<file path="src/rtl/mfc_pkg.sv">
`timescale 1ns/1ps
package mfc_pkg;
    typedef enum logic [1:0] {
        ST_IDLE  = 2'd0,
        ST_ARM   = 2'd1,
        ST_COUNT = 2'd2
    } mfc_state_e;
endpackage

</file>
<file path="src/rtl/mfc_sync.sv">
`timescale 1ns/1ps
// Multi-stage synchronizer for the slow reference with rising-edge detect.
module mfc_sync #(
    parameter int STAGES = 2
) (
    input  logic clk,
    input  logic rst_n,
    input  logic async_in,
    output logic rise
);
    localparam int DEPTH = STAGES + 1;

    logic [DEPTH-1:0] shreg;

    always_ff @(posedge clk or negedge rst_n) begin
        if (!rst_n) begin
            shreg <= '0;
        end else begin
            shreg <= {shreg[DEPTH-2:0], async_in};
        end
    end

    // shreg[STAGES-1] is the synchronized level; shreg[STAGES] is its previous value
    assign rise = shreg[STAGES-1] & ~shreg[STAGES];
endmodule

</file>
<file path="src/rtl/mfc_cycle_cnt.sv">
`timescale 1ns/1ps
// Saturating main-cycle counter for the measurement window.
module mfc_cycle_cnt #(
    parameter int W = 16
) (
    input  logic         clk,
    input  logic         rst_n,
    input  logic         clr,
    input  logic         inc,
    output logic [W-1:0] cnt,
    output logic [W-1:0] cnt_next
);
    localparam logic [W-1:0] MAXV = {W{1'b1}};

    always_comb begin
        if (cnt == MAXV) begin
            cnt_next = MAXV;
        end else begin
            cnt_next = cnt + 1'b1;
        end
    end

    always_ff @(posedge clk or negedge rst_n) begin
        if (!rst_n) begin
            cnt <= '0;
        end else if (clr) begin
            cnt <= '0;
        end else if (inc) begin
            cnt <= cnt_next;
        end
    end
endmodule

</file>
<file path="src/rtl/mfc_ctrl.sv">
`timescale 1ns/1ps
// Window controller: idle / arm / count.
module mfc_ctrl
    import mfc_pkg::*;
#(
    parameter int WIN = 16
) (
    input  logic       clk,
    input  logic       rst_n,
    input  logic       chg,
    input  logic       rise,
    output mfc_state_e state,
    output logic       cnt_clr,
    output logic       cnt_inc,
    output logic       publish
);
    localparam int EW = $clog2(WIN + 1);
    localparam logic [EW-1:0] LAST = EW'(WIN - 1);

    mfc_state_e      state_nxt;
    logic [EW-1:0]   edges;
    logic            last_edge;

    assign last_edge = rise && (edges == LAST);

    // state register
    always_ff @(posedge clk or negedge rst_n) begin
        if (!rst_n) begin
            state <= ST_IDLE;
        end else begin
            state <= state_nxt;
        end
    end

    // slow-edge counter inside the window
    always_ff @(posedge clk or negedge rst_n) begin
        if (!rst_n) begin
            edges <= '0;
        end else if (chg || state != ST_COUNT) begin
            edges <= '0;
        end else if (rise) begin
            edges <= edges + 1'b1;
        end
    end

    // next-state logic
    always_comb begin
        state_nxt = state;
        unique case (state)
            ST_IDLE: begin
                if (chg) state_nxt = ST_ARM;                  // start
            end
            ST_ARM: begin
                if (chg)       state_nxt = ST_ARM;            // restart
                else if (rise) state_nxt = ST_COUNT;          // open
            end
            ST_COUNT: begin
                if (chg)            state_nxt = ST_ARM;       // restart
                else if (last_edge) state_nxt = ST_IDLE;      // close
            end
            default: state_nxt = ST_IDLE;
        endcase
    end

    // outputs
    always_comb begin
        cnt_clr = 1'b0;
        cnt_inc = 1'b0;
        publish = 1'b0;
        unique case (state)
            ST_IDLE: begin
                cnt_clr = chg;
            end
            ST_ARM: begin
                cnt_clr = 1'b1;
            end
            ST_COUNT: begin
                cnt_clr = chg;
                cnt_inc = !chg;
                publish = !chg && last_edge;
            end
            default: begin
                cnt_clr = 1'b1;
            end
        endcase
    end
endmodule

</file>
<file path="src/rtl/mfc_meter.sv">
`timescale 1ns/1ps
// Main clock frequency counter, top level.
module mfc_meter
    import mfc_pkg::*;
#(
    parameter int CNT_W       = 16,
    parameter int WIN_PERIODS = 16,
    parameter int SYNC_STAGES = 2
) (
    input  logic             clk_main,
    input  logic             rst_n,
    input  logic             slow_clk,
    input  logic             clk_change,
    output logic [CNT_W:0]   status
);
    mfc_state_e        state;
    logic              slow_rise;
    logic              cnt_clr;
    logic              cnt_inc;
    logic              publish;
    logic [CNT_W-1:0]  cyc_cnt;
    logic [CNT_W-1:0]  cyc_next;
    logic [CNT_W-1:0]  result_q;
    logic              ready_q;

    mfc_sync #(.STAGES(SYNC_STAGES)) u_sync (
        .clk      (clk_main),
        .rst_n    (rst_n),
        .async_in (slow_clk),
        .rise     (slow_rise)
    );

    mfc_ctrl #(.WIN(WIN_PERIODS)) u_ctrl (
        .clk     (clk_main),
        .rst_n   (rst_n),
        .chg     (clk_change),
        .rise    (slow_rise),
        .state   (state),
        .cnt_clr (cnt_clr),
        .cnt_inc (cnt_inc),
        .publish (publish)
    );

    mfc_cycle_cnt #(.W(CNT_W)) u_cnt (
        .clk      (clk_main),
        .rst_n    (rst_n),
        .clr      (cnt_clr),
        .inc      (cnt_inc),
        .cnt      (cyc_cnt),
        .cnt_next (cyc_next)
    );

    // result register: count and ready change together
    always_ff @(posedge clk_main or negedge rst_n) begin
        if (!rst_n) begin
            ready_q  <= 1'b0;
            result_q <= '0;
        end else if (clk_change) begin
            ready_q  <= 1'b0;
        end else if (publish) begin
            ready_q  <= 1'b1;
            result_q <= cyc_next;
        end
    end

    assign status = {ready_q, result_q};
endmodule

</file>
<file path="config.mk">
export PLATFORM = sky130hd
export DESIGN_NAME = mfc_meter
export DESIGN_NICKNAME = d
export VERILOG_FILES = /design/src/rtl/mfc_pkg.sv /design/src/rtl/mfc_sync.sv /design/src/rtl/mfc_cycle_cnt.sv /design/src/rtl/mfc_ctrl.sv /design/src/rtl/mfc_meter.sv
export SDC_FILE = /design/constraint.sdc
export NUM_CORES = 1
export LEC_CHECK = 0
export ABC_AREA = 1
export BUFFER_PORTS_ARGS = -buffer_cell sky130_fd_sc_hd__buf_2
export CORE_ASPECT_RATIO = 1.4
export CORE_MARGIN = 8
export CORE_UTILIZATION = 42
export CTS_CLUSTER_DIAMETER = 80
export DETAILED_ROUTE_END_ITERATION = 7
export HOLD_SLACK_MARGIN = 0.08
export SYNTH_ARGS = -nofsm -noshare
export SYNTH_HDL_FRONTEND = slang
export SYNTH_SLANG_ARGS = --single-unit
</file>
<file path="constraint.sdc">
create_clock -name clk_main -period 1.6 [get_ports clk_main]
set_input_delay 0 -clock clk_main [delete_from_list [all_inputs] [get_ports clk_main]]
set_output_delay 0 -clock clk_main [all_outputs]
set_load 0.005 [all_outputs]
</file>
==> results.sh <==
export IMPL_slew_headroom_pct=65.3
export IMPL_syn_inst=280
export IMPL_layout_drive_gt1_share_pct=27.6
export IMPL_p_per_area_mw_per_mm2=693
export IMPL_htree_levels=2
export IMPL_timing_setup_tns_ps=0
export IMPL_insertion_delay_ps=290
export IMPL_grt_max_degree=23
export IMPL_cts_sinks=43
export IMPL_port_buffers=20
export IMPL_skew_ps=4.30
export IMPL_comb_power_share_pct=5.9
export IMPL_end_kind="flip-flop"
export IMPL_cts_buffers=5
export IMPL_rsz0062_at_grt="yes"
export IMPL_totalWireLength_um=5130
export IMPL_tightest_slew_ps=521
export IMPL_dp_hpwl_um=3640
export IMPL_clkTransAtPathRegs_ps=80
export IMPL_whs_ps=204
export IMPL_seqPwrFrac_pct=59.1
export IMPL_min_period_ps=1560
export IMPL_yosysTopAreaCell="dfrtp_1"
export IMPL_fin_area_sq_mm=0.00271
export IMPL_crit_required_ps=1780
export IMPL_clock_path_buffers=2
export IMPL_status="finished clean"
export IMPL_ys_warn_count=0
export IMPL_diodes=0
export IMPL_critPathArrivalTime_ps=1740
export IMPL_syn_cell_area_sq_mm=0.00221
export IMPL_synth_cell_types=28
export IMPL_synth_top_area_share_pct=48.7
export IMPL_coreArea_sq_mm=0.00512
export IMPL_grt_pass1_vias=1907
export IMPL_cts_root_buffer="clkbuf_8"
export IMPL_ant_nets=0
export IMPL_holdCritPathClass="in -> async"
export IMPL_postPlaceCellArea_sq_mm=0.00245
export IMPL_fillers=517
export IMPL_ys_seq_area_share_pct=48.7
export IMPL_path_class="reg -> reg"
export IMPL_netlist_top_cells_area="dfrtp_1 49%, nand2_1 20%, inv_1 4.6%"
export IMPL_ios=21
export IMPL_wire_per_inst_um=13.2
export IMPL_synth_seq_cells=43
export IMPL_viasPerCell=4.82
export IMPL_grt_overflow_total=0
export IMPL_syn_avg_cell_area_sq_um=7.89
export IMPL_firstDrtPassIters=4
export IMPL_p_total_mw=1.88
export IMPL_slew_violations=0
export IMPL_dominantRegCellSynth="dfrtp_1"
export IMPL_row_count=31
export IMPL_grt_util_all_layers_pct=13.8
export IMPL_ir_drop_mv=0.358
export IMPL_final_util_pct=52.9
export IMPL_die_area_sq_mm=0.00787
export IMPL_synth_common_cells="117 x nand2_1, 43 x dfrtp_1, 27 x inv_1"
export IMPL_initialDrtViolationCount=95
export IMPL_p_clk_share_pct=35.1
export IMPL_drc=0
export IMPL_synth_edf_count=0
export IMPL_setup_viol=0
export IMPL_synth_most_common_cell="nand2_1"
export IMPL_p_int_mw=1.44
export IMPL_crit_fanout=5
export IMPL_p_sw_mw=0.438
export IMPL_grt_pass1_wl_um=8660
export IMPL_grt_antenna_before_repair=0
export IMPL_finalNetCount=328
export IMPL_post_route_period_util_pct=97.6
export IMPL_p_sw_share_pct=23.3
export IMPL_gp_congestion=0.852
export IMPL_die_w_um=77.3
export IMPL_max_clock_freq_mhz=641
export IMPL_die_y_um=102
export IMPL_power_leakage_nw=1.47
export IMPL_start_kind="flip-flop"
export IMPL_synthArstFlopShare_pct=100
export IMPL_tritoncts="yes"
export IMPL_drv_cap=0
export IMPL_num_vias=1870
export IMPL_hold_viol=0
export IMPL_syn_to_final_growth_pct=22.6
export IMPL_syn_num_nets=287
export IMPL_initial_core_util_pct=43.2
[path summary, 6_finish.rpt]
check	end	depth (start not counted)	slack (ps)	start
setup / recovery	result_q[7]	10	40	u_ctrl.edges[1]
hold / removal	u_cnt.cnt[11]	2	200	rst_n
setup reg to reg	result_q[7]	10	40	u_ctrl.edges[1]
hold reg to reg	u_sync.shreg[1]	0	350	u_sync.shreg[0]
max in group asynchronous	u_ctrl.edges[2]	3	900	rst_n
min in group clk_main	u_sync.shreg[0]	2	350	slow_clk
[layer usage]
layer,up-vias,routed length (um),track usage (%)
li1,937,-,-
met1,905,2170,14.7
met2,21,2750,25.6
met3,7,124,3.35
met4,0,79,5.69
met5,-,0,0
[registers in the layout, indices dropped and copies added (netlist names)]
signal,cells
u_cnt.cnt,16
u_ctrl.state,2
ready_q,1
u_ctrl.edges,5
u_sync.shreg,3
result_q,16
[logic make-up after synthesis]
family                   after synthesis  share of synthesized area [%]
adder cells (fa/ha/maj)                3                           1.70
AO/OA/AOI/OAI                         21                           5.27
flip-flops                            43                           48.7
buffers and inverters                 37                           7.19
AND/OR/NAND/NOR                      170                           34.8
XOR/XNOR                               6                           2.38
[power by group through the flow]
stage | Clock, mW | Sequential (mW) | Combinational (mW)
finish | 0.658 | 1.11 | 0.110
global route | 0.736 | 1.11 | 0.126
floorplan | 0 | 1.13 | 0.0517
CTS | 0.688 | 1.11 | 0.112
detailed placement | 0 | 1.13 | 0.105
global placement | 0 | 1.13 | 0.105
[per-stage QoR]
stage	instances	setup slack (ps)
2_1_floorplan	280	72.7
3_3_place_gp	372	26.4
3_5_place_dp	372	-11.5
4_1_cts	384	6.09
5_1_grt	388	-55.1
6_report	388	39.2
[final cells by class]
class	instances	area, sq um	area share, %
clock inverters	1	5.00	0.185
inverters	31	119	4.39
well taps	66	82.6	3.05
flip-flops and latches	43	1080	39.7
repair buffers	40	303	11.2
multi-input cells	200	1050	38.7
clock buffers	7	76.3	2.82
[what timing repair did]
action | CTS | global route
setup endpoints to repair | 15 | 28
gates cloned | 0 | 1
endpoints found under the hold margin | 24 | 0
hold buffers | 3 | 0
setup buffers | 1 | 3
pin swaps | 1 | 14
gates resized for setup | 1 | 30
[critical path, cell delays in order (launching register included)]
cell and delay [ps]:
dfrtp_1 390, ha_2 200, nand2_2 60, nor2_2 100, ha_2 180, nand2_2 70, nor2_4 130, inv_4 80
clkbuf_16 160, nand2_2 50, nand2_1 40
[layout by cell type (no fill, tap or decap), types with 4 or more instances in the layout]
cell	instances
nand2_2	22
buf_4	13
a21oi_1	4
nor2_1	18
o21ai_0	9
nor2_4	4
nand3_1	8
buf_2	20
o21ai_1	4
inv_1	27
dfrtp_1	43
xor2_1	6
clkbuf_8	5
nand3_2	7
nand2_1	100
No activity file was read; power rests on OpenSTA's default activity.
